$ cat src/rtl/usbhs_pkg.sv
package usbhs_pkg;
  typedef enum logic [1:0] {
    TOK_OUT  = 2'b00,
    TOK_IN   = 2'b01,
    TOK_PING = 2'b10,
    TOK_RSV  = 2'b11
  } tok_e;

  typedef enum logic [1:0] {
    EP_CTRL  = 2'b00,
    EP_INTR  = 2'b01,
    EP_BULK  = 2'b10,
    EP_BULKX = 2'b11
  } ep_e;

  typedef enum logic [2:0] {
    RSP_NONE = 3'd0,
    RSP_DATA = 3'd1,
    RSP_ZLP  = 3'd2,
    RSP_ACK  = 3'd3,
    RSP_NAK  = 3'd4,
    RSP_NYET = 3'd5
  } rsp_e;
endpackage

$ cat src/rtl/hs_space_eval.sv
module hs_space_eval #(
  parameter int FIFO_DEPTH = 512,
  parameter int CNT_W      = $clog2(FIFO_DEPTH + 1),
  parameter int MPS_W      = 11
) (
  input  logic [CNT_W-1:0] fifo_count,
  input  logic [MPS_W-1:0] max_pkt,
  output logic             below_one,
  output logic             below_two,
  output logic             has_data
);
  // Compare width covers both the depth and twice the packet size
  localparam int BASE_W = (CNT_W > MPS_W + 1) ? CNT_W : MPS_W + 1;
  localparam int CW     = BASE_W + 1;

  logic [CW-1:0] depth_w, count_w, free_w, one_w, two_w;

  always_comb begin
    depth_w = CW'(FIFO_DEPTH);
    count_w = CW'(fifo_count);
    free_w  = (count_w >= depth_w) ? '0 : depth_w - count_w;
    one_w   = CW'(max_pkt);
    two_w   = CW'(max_pkt) << 1;
  end

  assign below_one = free_w < one_w;
  assign below_two = free_w < two_w;
  assign has_data  = fifo_count != '0;
endmodule

$ cat src/rtl/hs_zlp_flag.sv
module hs_zlp_flag (
  input  logic clk,
  input  logic rst,
  input  logic sw_wr,
  input  logic sw_val,
  input  logic auto_clr,
  output logic flag
);
  always_ff @(posedge clk) begin
    if (rst)           flag <= 1'b0;
    else if (sw_wr)    flag <= sw_val;  // software has priority
    else if (auto_clr) flag <= 1'b0;
  end

  // a write lands on the next cycle regardless of the clear
  p_sw_wins_r12: assert property (@(posedge clk) disable iff (rst)
    sw_wr |=> flag == $past(sw_val));
endmodule

$ cat src/rtl/hs_decide.sv
module hs_decide
  import usbhs_pkg::*;
(
  input  tok_e  tok,
  input  ep_e   ep,
  input  logic  zlp_req,
  input  logic  int_pend,
  input  logic  below_one,
  input  logic  below_two,
  input  logic  has_data,
  output rsp_e  code,
  output logic  store
);
  always_comb begin
    code  = RSP_NONE;
    store = 1'b0;
    unique case (tok)
      TOK_OUT: begin
        if (below_one) begin
          code = RSP_NAK;
        end else if (has_data && below_two) begin
          code  = RSP_NYET;
          store = 1'b1;
        end else begin
          code  = RSP_ACK;
          store = 1'b1;
        end
      end
      TOK_PING: code = below_one ? RSP_NAK : RSP_ACK;
      TOK_IN: begin
        if (zlp_req)                       code = RSP_ZLP;
        else if (ep == EP_INTR && !int_pend) code = RSP_NAK;
        else if (has_data)                 code = RSP_DATA;
        else                               code = RSP_NAK;
      end
      default: code = RSP_NONE;
    endcase
  end
endmodule

$ cat src/rtl/usb_ep_handshake.sv
module usb_ep_handshake
  import usbhs_pkg::*;
#(
  parameter int FIFO_DEPTH = 512,
  parameter int CNT_W      = $clog2(FIFO_DEPTH + 1),
  parameter int MPS_W      = 11
) (
  input  logic             clk,
  input  logic             rst,
  input  logic             tok_valid,
  input  logic [1:0]       tok_kind,
  input  logic [1:0]       ep_kind,
  input  logic [CNT_W-1:0] fifo_count,
  input  logic [MPS_W-1:0] max_pkt,
  input  logic             int_pend,
  input  logic             txz_wr,
  input  logic             txz_wdata,
  output logic             resp_valid,
  output logic [2:0]       resp_code,
  output logic             rx_store,
  output logic             txz_flag
);
  tok_e tok;
  ep_e  ep;
  logic below_one, below_two, has_data;
  rsp_e next_code;
  logic next_store;
  logic tok_ok, auto_clr;

  assign tok    = tok_e'(tok_kind);
  assign ep     = ep_e'(ep_kind);
  assign tok_ok = tok_valid && (tok != TOK_RSV);

  hs_space_eval #(
    .FIFO_DEPTH(FIFO_DEPTH), .CNT_W(CNT_W), .MPS_W(MPS_W)
  ) i_space (
    .fifo_count(fifo_count), .max_pkt(max_pkt),
    .below_one(below_one), .below_two(below_two), .has_data(has_data)
  );

  hs_decide i_decide (
    .tok(tok), .ep(ep), .zlp_req(txz_flag), .int_pend(int_pend),
    .below_one(below_one), .below_two(below_two), .has_data(has_data),
    .code(next_code), .store(next_store)
  );

  assign auto_clr = tok_ok && (next_code == RSP_ZLP) && (ep == EP_CTRL);

  hs_zlp_flag i_flag (
    .clk(clk), .rst(rst), .sw_wr(txz_wr), .sw_val(txz_wdata),
    .auto_clr(auto_clr), .flag(txz_flag)
  );

  always_ff @(posedge clk) begin
    if (rst) begin
      resp_valid <= 1'b0;
      resp_code  <= RSP_NONE;
      rx_store   <= 1'b0;
    end else begin
      resp_valid <= tok_ok;
      resp_code  <= tok_ok ? next_code : RSP_NONE;
      rx_store   <= tok_ok && next_store;
    end
  end

  // one strobe per accepted token, silence otherwise
  p_strobe_r11: assert property (@(posedge clk) disable iff (rst)
    (tok_valid && tok_kind != 2'b11) |=> resp_valid);
  p_quiet_r11: assert property (@(posedge clk) disable iff (rst)
    !(tok_valid && tok_kind != 2'b11) |=> (!resp_valid && resp_code == 3'd0));
  // a PING never gets anything but ACK or NAK
  p_ping_r2: assert property (@(posedge clk) disable iff (rst)
    (tok_valid && tok_kind == 2'b10) |=> (resp_code == 3'd3 || resp_code == 3'd4));
  // NYET only when the FIFO already held data
  p_nyet_r1: assert property (@(posedge clk) disable iff (rst)
    (tok_valid && tok_kind == 2'b00 && fifo_count == '0) |=> resp_code != 3'd5);
  // a pending zero-length request wins over data
  p_zlp_prio_r3: assert property (@(posedge clk) disable iff (rst)
    (tok_valid && tok_kind == 2'b01 && txz_flag) |=> resp_code == 3'd2);
  // flag survives on non-control endpoints
  p_keep_r4: assert property (@(posedge clk) disable iff (rst)
    (tok_valid && tok_kind == 2'b01 && txz_flag && ep_kind != 2'b00 && !txz_wr)
      |=> txz_flag);
  // control endpoint clears the flag after sending
  p_ctrl_clr_r5: assert property (@(posedge clk) disable iff (rst)
    (tok_valid && tok_kind == 2'b01 && txz_flag && ep_kind == 2'b00 && !txz_wr)
      |=> !txz_flag);
  // a NAK on OUT never stores
  p_drop_r8: assert property (@(posedge clk) disable iff (rst)
    (resp_valid && resp_code == 3'd4) |-> !rx_store);
endmodule

$ cat config.mk
export PLATFORM = sky130hd
export DESIGN_NAME = usb_ep_handshake
export DESIGN_NICKNAME = d
export VERILOG_FILES = /design/src/rtl/usbhs_pkg.sv /design/src/rtl/hs_space_eval.sv /design/src/rtl/hs_zlp_flag.sv /design/src/rtl/hs_decide.sv /design/src/rtl/usb_ep_handshake.sv
export SDC_FILE = /design/constraint.sdc
export NUM_CORES = 1
export LEC_CHECK = 0
export ABC_AREA = 1
export CORE_MARGIN = 4
export CORE_UTILIZATION = 35
export CTS_CLUSTER_DIAMETER = 30
export DETAILED_ROUTE_END_ITERATION = 6
export GPL_ROUTABILITY_DRIVEN = 1
export PLACE_DENSITY = 0.64
export SYNTH_ARGS = -nofsm -noshare
export SYNTH_HDL_FRONTEND = slang
export SYNTH_SLANG_ARGS = --single-unit
$ cat constraint.sdc
create_clock -name clk -period 2.8 [get_ports clk]
set_input_delay 0.42 -clock clk [delete_from_list [all_inputs] [get_ports clk]]
set_output_delay 0.42 -clock clk [all_outputs]
set_load 0.01 [all_outputs]
==> results of run 1 <==
registers in the layout (all words and copies together) (netlist names):
| signal | flops |
|---|---|
| resp_code | 3 |
| i_flag.flag | 1 |
| resp_valid | 1 |
| rx_store | 1 |
metal layers:
layer	up-vias	track usage [%]	wire, um
li1	715	-	-
met1	562	18.37	1397
met2	17	22.09	1472
met3	2	2.080	85
met4	0	3.166	11
met5	-	0	0
cells by family after synthesis:
kind of cell | Yosys count | synth area share, %
and+or+nand+nor | 84 | 39.47
adders and majority gates | 19 | 21.06
DFF | 6 | 10.64
AOI/OAI and AO/OA | 24 | 13.75
xor gates and xnor gates | 1 | 0.7762
buffers and inverters | 43 | 14.30
critical path: cells and delay by family:
| family | cells | cell delay [ns] |
|---|---|---|
| compound gates | 6 | 0.72 |
| fa+ha+maj | 1 | 0.25 |
| buf+inv | 3 | 0.62 |
| simple gates | 8 | 0.78 |
worst paths after layout:
path | startpoint | to | slack [ns] | cells past startpoint
worst max-delay path | fifo_count[3] | resp_code[2] | 0.20 | 18
worst min-delay path | i_flag.flag | resp_code[0] | 0.61 | 3
worst max register to register | i_flag.flag | i_flag.flag | 1.66 | 5
worst min register to register | i_flag.flag | resp_code[0] | 0.61 | 3
metrics by stage:
stage	area [sq um]	hold slack [ns]	std cells	total power, mW	setup slack [ns]
final	1903	0.6099	293	0.3718	0.2038
after global routing	1903	0.6679	293	0.4058	0.03404
after floorplan	1129	0.4891	177	0.1781	0.3480
after detailed placement	1769	0.5977	287	0.2766	-0.2811
after global placement	1769	0.6002	287	0.2755	-0.1821
after CTS	1799	0.6101	291	0.3593	0.005548
cells in the final DEF (no fill, tap or decap), types with 2 or more instances in the layout:
master           instances
a21o_1                   3
a21oi_1                  5
a21oi_2                  6
buf_4                   33
clkbuf_4                 3
clkdlybuf4s50_1         33
dfxtp_1                  6
dlymetal6s2s_1           3
ha_1                    16
ha_4                     2
inv_1                   34
inv_2                    9
nand2_1                 27
nand2_2                  6
nand2_4                  3
nand3_1                  8
nand3_2                  2
nand3_4                  2
nand4_1                  5
nor2_1                  18
nor2_2                   3
nor3_1                   2
nor3_2                   2
o21ai_0                  4
what timing repair did:
action | CTS | global route
endpoints found under the setup margin | 3 | 4
resized for setup | 0 | 24
pin swaps | 1 | 9
buffers inserted | 1 | 2
cells in the mapped netlist, drive strengths merged:
cell type   n
o21ai       6
nand4       6
nand2      36
nand3      12
a21oi      12
or2         2
o32ai       1
nor2       23
inv        43
a21o        3
a31oi       1
ha         19
dfxtp       6
and3        1
xor2        1
nor3        4
o41ai       1
cell type report:
| cell class | instances | area share [%] |
|---|---|---|
| multi-input combinational | 128 | 48.78 |
| timing repair buffer | 69 | 32.35 |
| inverter | 43 | 8.481 |
| sequential | 6 | 6.312 |
| tap | 44 | 2.893 |
| clock buffer | 3 | 1.183 |
where the power goes:
part / switching (mW) / internal, mW / leakage, nW
combinational: 0.0931 / 0.110 / 1.00
sequential: 0.000950 / 0.0884 / 0.0489
clock: 0.0311 / 0.0485 / 0.0138
==> flow_metrics.py, run 1 <==
metrics = {
    "run_status": {
        "status": "complete, no violations",
    },
    "pwr": {
        "cellPowerDensity_nw_per_um2": 195.3,
        "irDropWorstVdd_mv": 0.08525,
        "cellLeakagePower_nw": 1.064,
    },
    "synth": {
        "ys_ff_latch": 6,
        "synth_area_leader_cell": "ha_1",
        "synthesis.nets": 227,
        "ys_warn_count": 0,
        "synthTopCellsByArea": "ha_1 (21%), inv_1 (12%), dfxtp_1 (11%)",
        "ys_seq_area_share_pct": 10.64,
        "synth_top_area_share_pct": 21.06,
        "netlist_area_sq_um": 1129,
        "ys_types": 28,
        "synth_cells": 177,
        "syn_area_per_cell_sq_um": 6.376,
    },
    "placement": {
        "portBuffers": 36,
        "gp_congestion": 0.8589,
        "dp_hpwl_um": 2456,
    },
    "critical_path": {
        "cpMaxStageDelayCell": "clkdlybuf4s50_1",
        "slowest_delay_ns": 0.49,
        "worstPathArrival_ns": 2.78,
        "end_kind": "flop",
        "crit_chain": "clkdlybuf4s50_1 -> inv_2 -> nand2_4 -> inv_1 -> nand2_4 -> nand3_4 -> nand2_4 -> o21ai_2 -> a21oi_2 -> ha_1 -> a21o_1 -> a31oi_1 -> o21ai_1 -> nand4_1 -> nand3_4 -> nand2_2 -> nand2_2 -> a21oi_2",
        "crit_path_start_kind": "input port",
        "required_ns": 2.98,
        "crit_top_cell": "nand2_4",
        "critPathKind": "input port to flop",
        "path_max_fanout": 5,
    },
    "floorplanning": {
        "fp.dieArea_sq_um": 4197,
        "die_w_um": 64.79,
        "core_area_sq_um": 3078,
        "fp.dieH_um": 64.79,
        "io_pins": 37,
        "num_rows": 20,
        "initial_core_util_pct": 36.67,
    },
    "global_routing": {
        "grt_overflow": 0,
        "grt_use_total_pct": 13.47,
        "grt_max_degree": 6,
        "antenna_found_initial": 0,
        "grt_pass1_wl_um": 4650,
        "grt_pass1_vias": 1160,
    },
    "sta": {
        "period_needed_ns": 2.596,
        "fin_crit_sh_pct": 92.72,
        "finalHoldViolations": 0,
        "setup-tns-final_ns": 0,
        "slew_headroom_pct": 77.60,
        "fmax_ghz": 0.3852,
        "rsz0062_at_grt": "no",
        "worst_pin_slew_ns": 0.3349,
        "setup_viol": 0,
        "skew_ns": 0.004046,
        "slew_viol_final": 0,
    },
    "clock_tree": {
        "cts_buffers": 3,
        "clkSlewWorstSetupHoldPaths_ns": 0.05,
        "clk_latency_ns": 0.25,
        "cts_root_buf": "clkbuf_4",
        "cts_tree": "done",
        "clk_path_buf_depth": 2,
        "cts.sinks": 6,
        "htree_levels": 1,
        "ctsHoldBuffers": 0,
    },
    "route": {
        "drt_iter0_drc": 57,
        "dr.pass1.iters": 4,
        "viasPerCell": 4.423,
        "drc": 0,
        "wl_per_cell_um": 10.13,
        "ant_nets": 0,
        "num_vias": 1296,
        "drt_wl_total_um": 2967,
    },
    "hold_path": {
        "hold_path.class": "flop to flop",
    },
    "finish": {
        "diodes": 0,
        "finish.utilization_pct": 61.83,
        "area_growth_pct": 68.63,
        "fillers": 299,
        "drive_gt1_share_pct": 31.73,
        "regArea_sq_um": 120.1,
        "final_nets": 301,
        "multi_input_area_sq_um": 928.4,
    },
    "flow_run": {
        "maxCapViolCount": 0,
    },
}
(Power assumes the default switching activity.)
==> run 2, diff against run 1 <==
--- a/config.mk
+++ b/config.mk
@@ -6,7 +6,7 @@
 export NUM_CORES = 1
 export LEC_CHECK = 0
 export ABC_AREA = 1
-export CORE_MARGIN = 4
+export CORE_MARGIN = 3
 export CORE_UTILIZATION = 35
 export CTS_CLUSTER_DIAMETER = 30
 export DETAILED_ROUTE_END_ITERATION = 6
==> constraint.sdc (replaced) <==
create_clock -name clk -period 2.8 [get_ports clk]
set_input_delay 0.56 -clock clk [delete_from_list [all_inputs] [get_ports clk]]
set_output_delay 0.56 -clock clk [all_outputs]
set_load 0.01 [all_outputs]
==> run 2 against run 1 <==
Power up 1.6%. Clock power rose by 4.5%. Utilization increased by 4.3 points. Largest cell class unchanged. Sequential power barely moved. Sequential share of layout area hardly changed. Routed wire length up 11%. Cell area rose by 0.72%.
==> flow_metrics.py, run 2 (same netlist as run 1, synthesis figures left out) <==
metrics = {
    "global_routing": {
        "use_met2_pct": 30.36,
        "antenna_found_initial": 0,
        "met3_usage_pct": 3.957,
        "grt_max_degree": 6,
        "grt_pass1_wl_um": 5533,
        "grt_use_total_pct": 16.64,
        "grt_pass1_vias": 1380,
        "met1_usage_pct": 19.85,
        "top_usage_layer": "met2",
        "grt_overflow": 0,
    },
    "sta": {
        "slew_viol_final": 0,
        "setup_viol": 0,
        "finalHoldViolations": 0,
        "fin_crit_sh_pct": 96.25,
        "slew_headroom_pct": 77.15,
        "fmax_ghz": 0.3711,
        "worst_pin_slew_ns": 0.3401,
        "skew_ns": 0.003940,
        "hold_slack_ns": 0.6162,
        "period_needed_ns": 2.695,
    },
    "route": {
        "viasPerCell": 4.780,
        "num_vias": 1391,
        "drt_wl_total_um": 3293,
        "wl_per_cell_um": 11.32,
        "ant_nets": 0,
        "drt_iter0_drc": 78,
        "dr.pass1.iters": 4,
        "drc": 0,
    },
    "placement": {
        "gp_congestion": 0.8406,
        "portBuffers": 36,
        "dp_hpwl_um": 2684,
    },
    "pwr": {
        "pwr-share-clk_pct": 22.0,
        "power.internal_uw": 243.6,
        "power_uw": 377.7,
        "p_seq_share_pct": 23.7,
        "power_switching_uw": 134.1,
        "p_comb_share_pct": 54.3,
        "irDropWorstVdd_mv": 0.08957,
        "cellPowerDensity_nw_per_um2": 197.0,
        "p_sw_share_pct": 35.50,
        "cellLeakagePower_nw": 1.067,
    },
    "critical_path": {
        "critPathTopFamily": "simple AND/OR/NAND/NOR gates",
        "crit_path_start_kind": "input port",
        "path_max_fanout": 5,
        "worstPathArrival_ns": 2.89,
        "required_ns": 2.99,
        "cpMaxStageDelayCell": "clkdlybuf4s50_1",
        "path_buf_inv": 2,
        "critPathKind": "input port to flop",
        "crit_chain": "clkdlybuf4s50_1 -> inv_1 -> nand2_1 -> nor2_4 -> nand3_4 -> nand2_4 -> o21ai_2 -> a21oi_2 -> ha_1 -> a21o_1 -> a31oi_1 -> o21ai_1 -> nand4_1 -> nand3_4 -> nand2_1 -> nand2_1 -> a21oi_2",
        "crit_top_cell": "nand2_1",
        "end_kind": "flop",
        "slowest_delay_ns": 0.42,
    },
    "finish": {
        "area_growth_pct": 69.84,
        "drive_gt1_share_pct": 32.93,
        "regArea_sq_um": 120.1,
        "largest_register_ffs": 3,
        "final_cell_mix": "inv_1 (33), buf_4 (32), clkdlybuf4s50_1 (30)",
        "fillers": 264,
        "final_nets": 301,
        "final_common_cell": "inv_1",
        "largest_register": "resp_code",
        "multi_input_area_sq_um": 940.9,
        "diodes": 0,
    },
    "floorplanning": {
        "die_w_um": 62.79,
        "io_pins": 37,
        "core_area_sq_um": 2900,
        "initial_core_util_pct": 38.91,
        "fp.dieH_um": 62.79,
        "num_rows": 19,
        "fp.dieArea_sq_um": 3942,
    },
    "clock_tree": {
        "clk_latency_ns": 0.25,
        "cts_buffers": 3,
        "htree_levels": 1,
        "cts_tree": "done",
        "cts_root_buf": "clkbuf_4",
        "cts.sinks": 6,
        "clkSlewWorstSetupHoldPaths_ns": 0.05,
        "ctsHoldBuffers": 0,
        "clk_path_buf_depth": 2,
    },
    "hold_path": {
        "hold_path.class": "flop to flop",
    },
    "run_status": {
        "status": "complete, no violations",
    },
    "flow_run": {
        "maxCapViolCount": 0,
    },
}
run 2: cell types whose count changed in the layout (fill, tap and decap cells not counted), moves of 2 or more:
cell,delta
clkdlybuf4s50_1,-3
a21oi_1,-2
a21oi_2,+2
dlygate4sd2_1,+2
nand3_1,-2
nand3_2,+2
run 2: tightest hold or removal path: cells and delay by family (launching register included):
kind,cells,cell delay [ns]
flip-flops,1,0.35
AND/OR/NAND/NOR,2,0.12
AO/OA/AOI/OAI,1,0.10
run 2: repair_timing:
action,in CTS,in global routing
resized for setup,16,16
endpoints found under the setup margin,4,4
setup buffers,4,2
pin swaps,9,14
run 2: path summary, 6_finish.rpt:
path            startpoint           end  slack (ns)  cells past startpoint
max          fifo_count[8]  resp_code[2]        0.11                     17
min            i_flag.flag  resp_code[0]        0.62                      3
max reg2reg    i_flag.flag   i_flag.flag        1.64                      5
min reg2reg    i_flag.flag  resp_code[0]        0.62                      3
run 2: per-layer routing:
layer	up-vias	wire [um]
met1	620	1386
met4	0	42
met2	48	1687
li1	715	-
met5	-	0
met3	8	177
run 2: final cells by class:
cell class / instances / area share, %
multi-input cells: 128 / 49.09
well taps: 42 / 2.742
inverters: 43 / 8.420
flip-flops and latches: 6 / 6.266
clock buffers: 3 / 1.175
repair buffers: 69 / 32.31
run 2: metrics by stage:
stage	instance area [sq um]	util (%)	cells	setup slack (ns)	setup TNS, ns
2_1_floorplan	1129	-	177	0.2080	0
3_3_place_gp	1744	60.14	282	-0.3357	-1.236
3_5_place_dp	1744	60.14	282	-0.4528	-1.646
4_1_cts	1851	63.81	289	0.07312	0
5_1_grt	1917	66.09	291	-0.02353	-0.03914
6_report	1917	66.09	291	0.1051	0
run 2: power groups by stage:
stage | sequential, mW | combinational, mW | clock (mW)
after CTS | 0.0894 | 0.198 | 0.0849
after floorplan | 0.0924 | 0.0858 | 0
after global placement | 0.0909 | 0.179 | 0
after detailed placement | 0.0910 | 0.186 | 0
final | 0.0894 | 0.205 | 0.0831
after global routing | 0.0895 | 0.228 | 0.0928
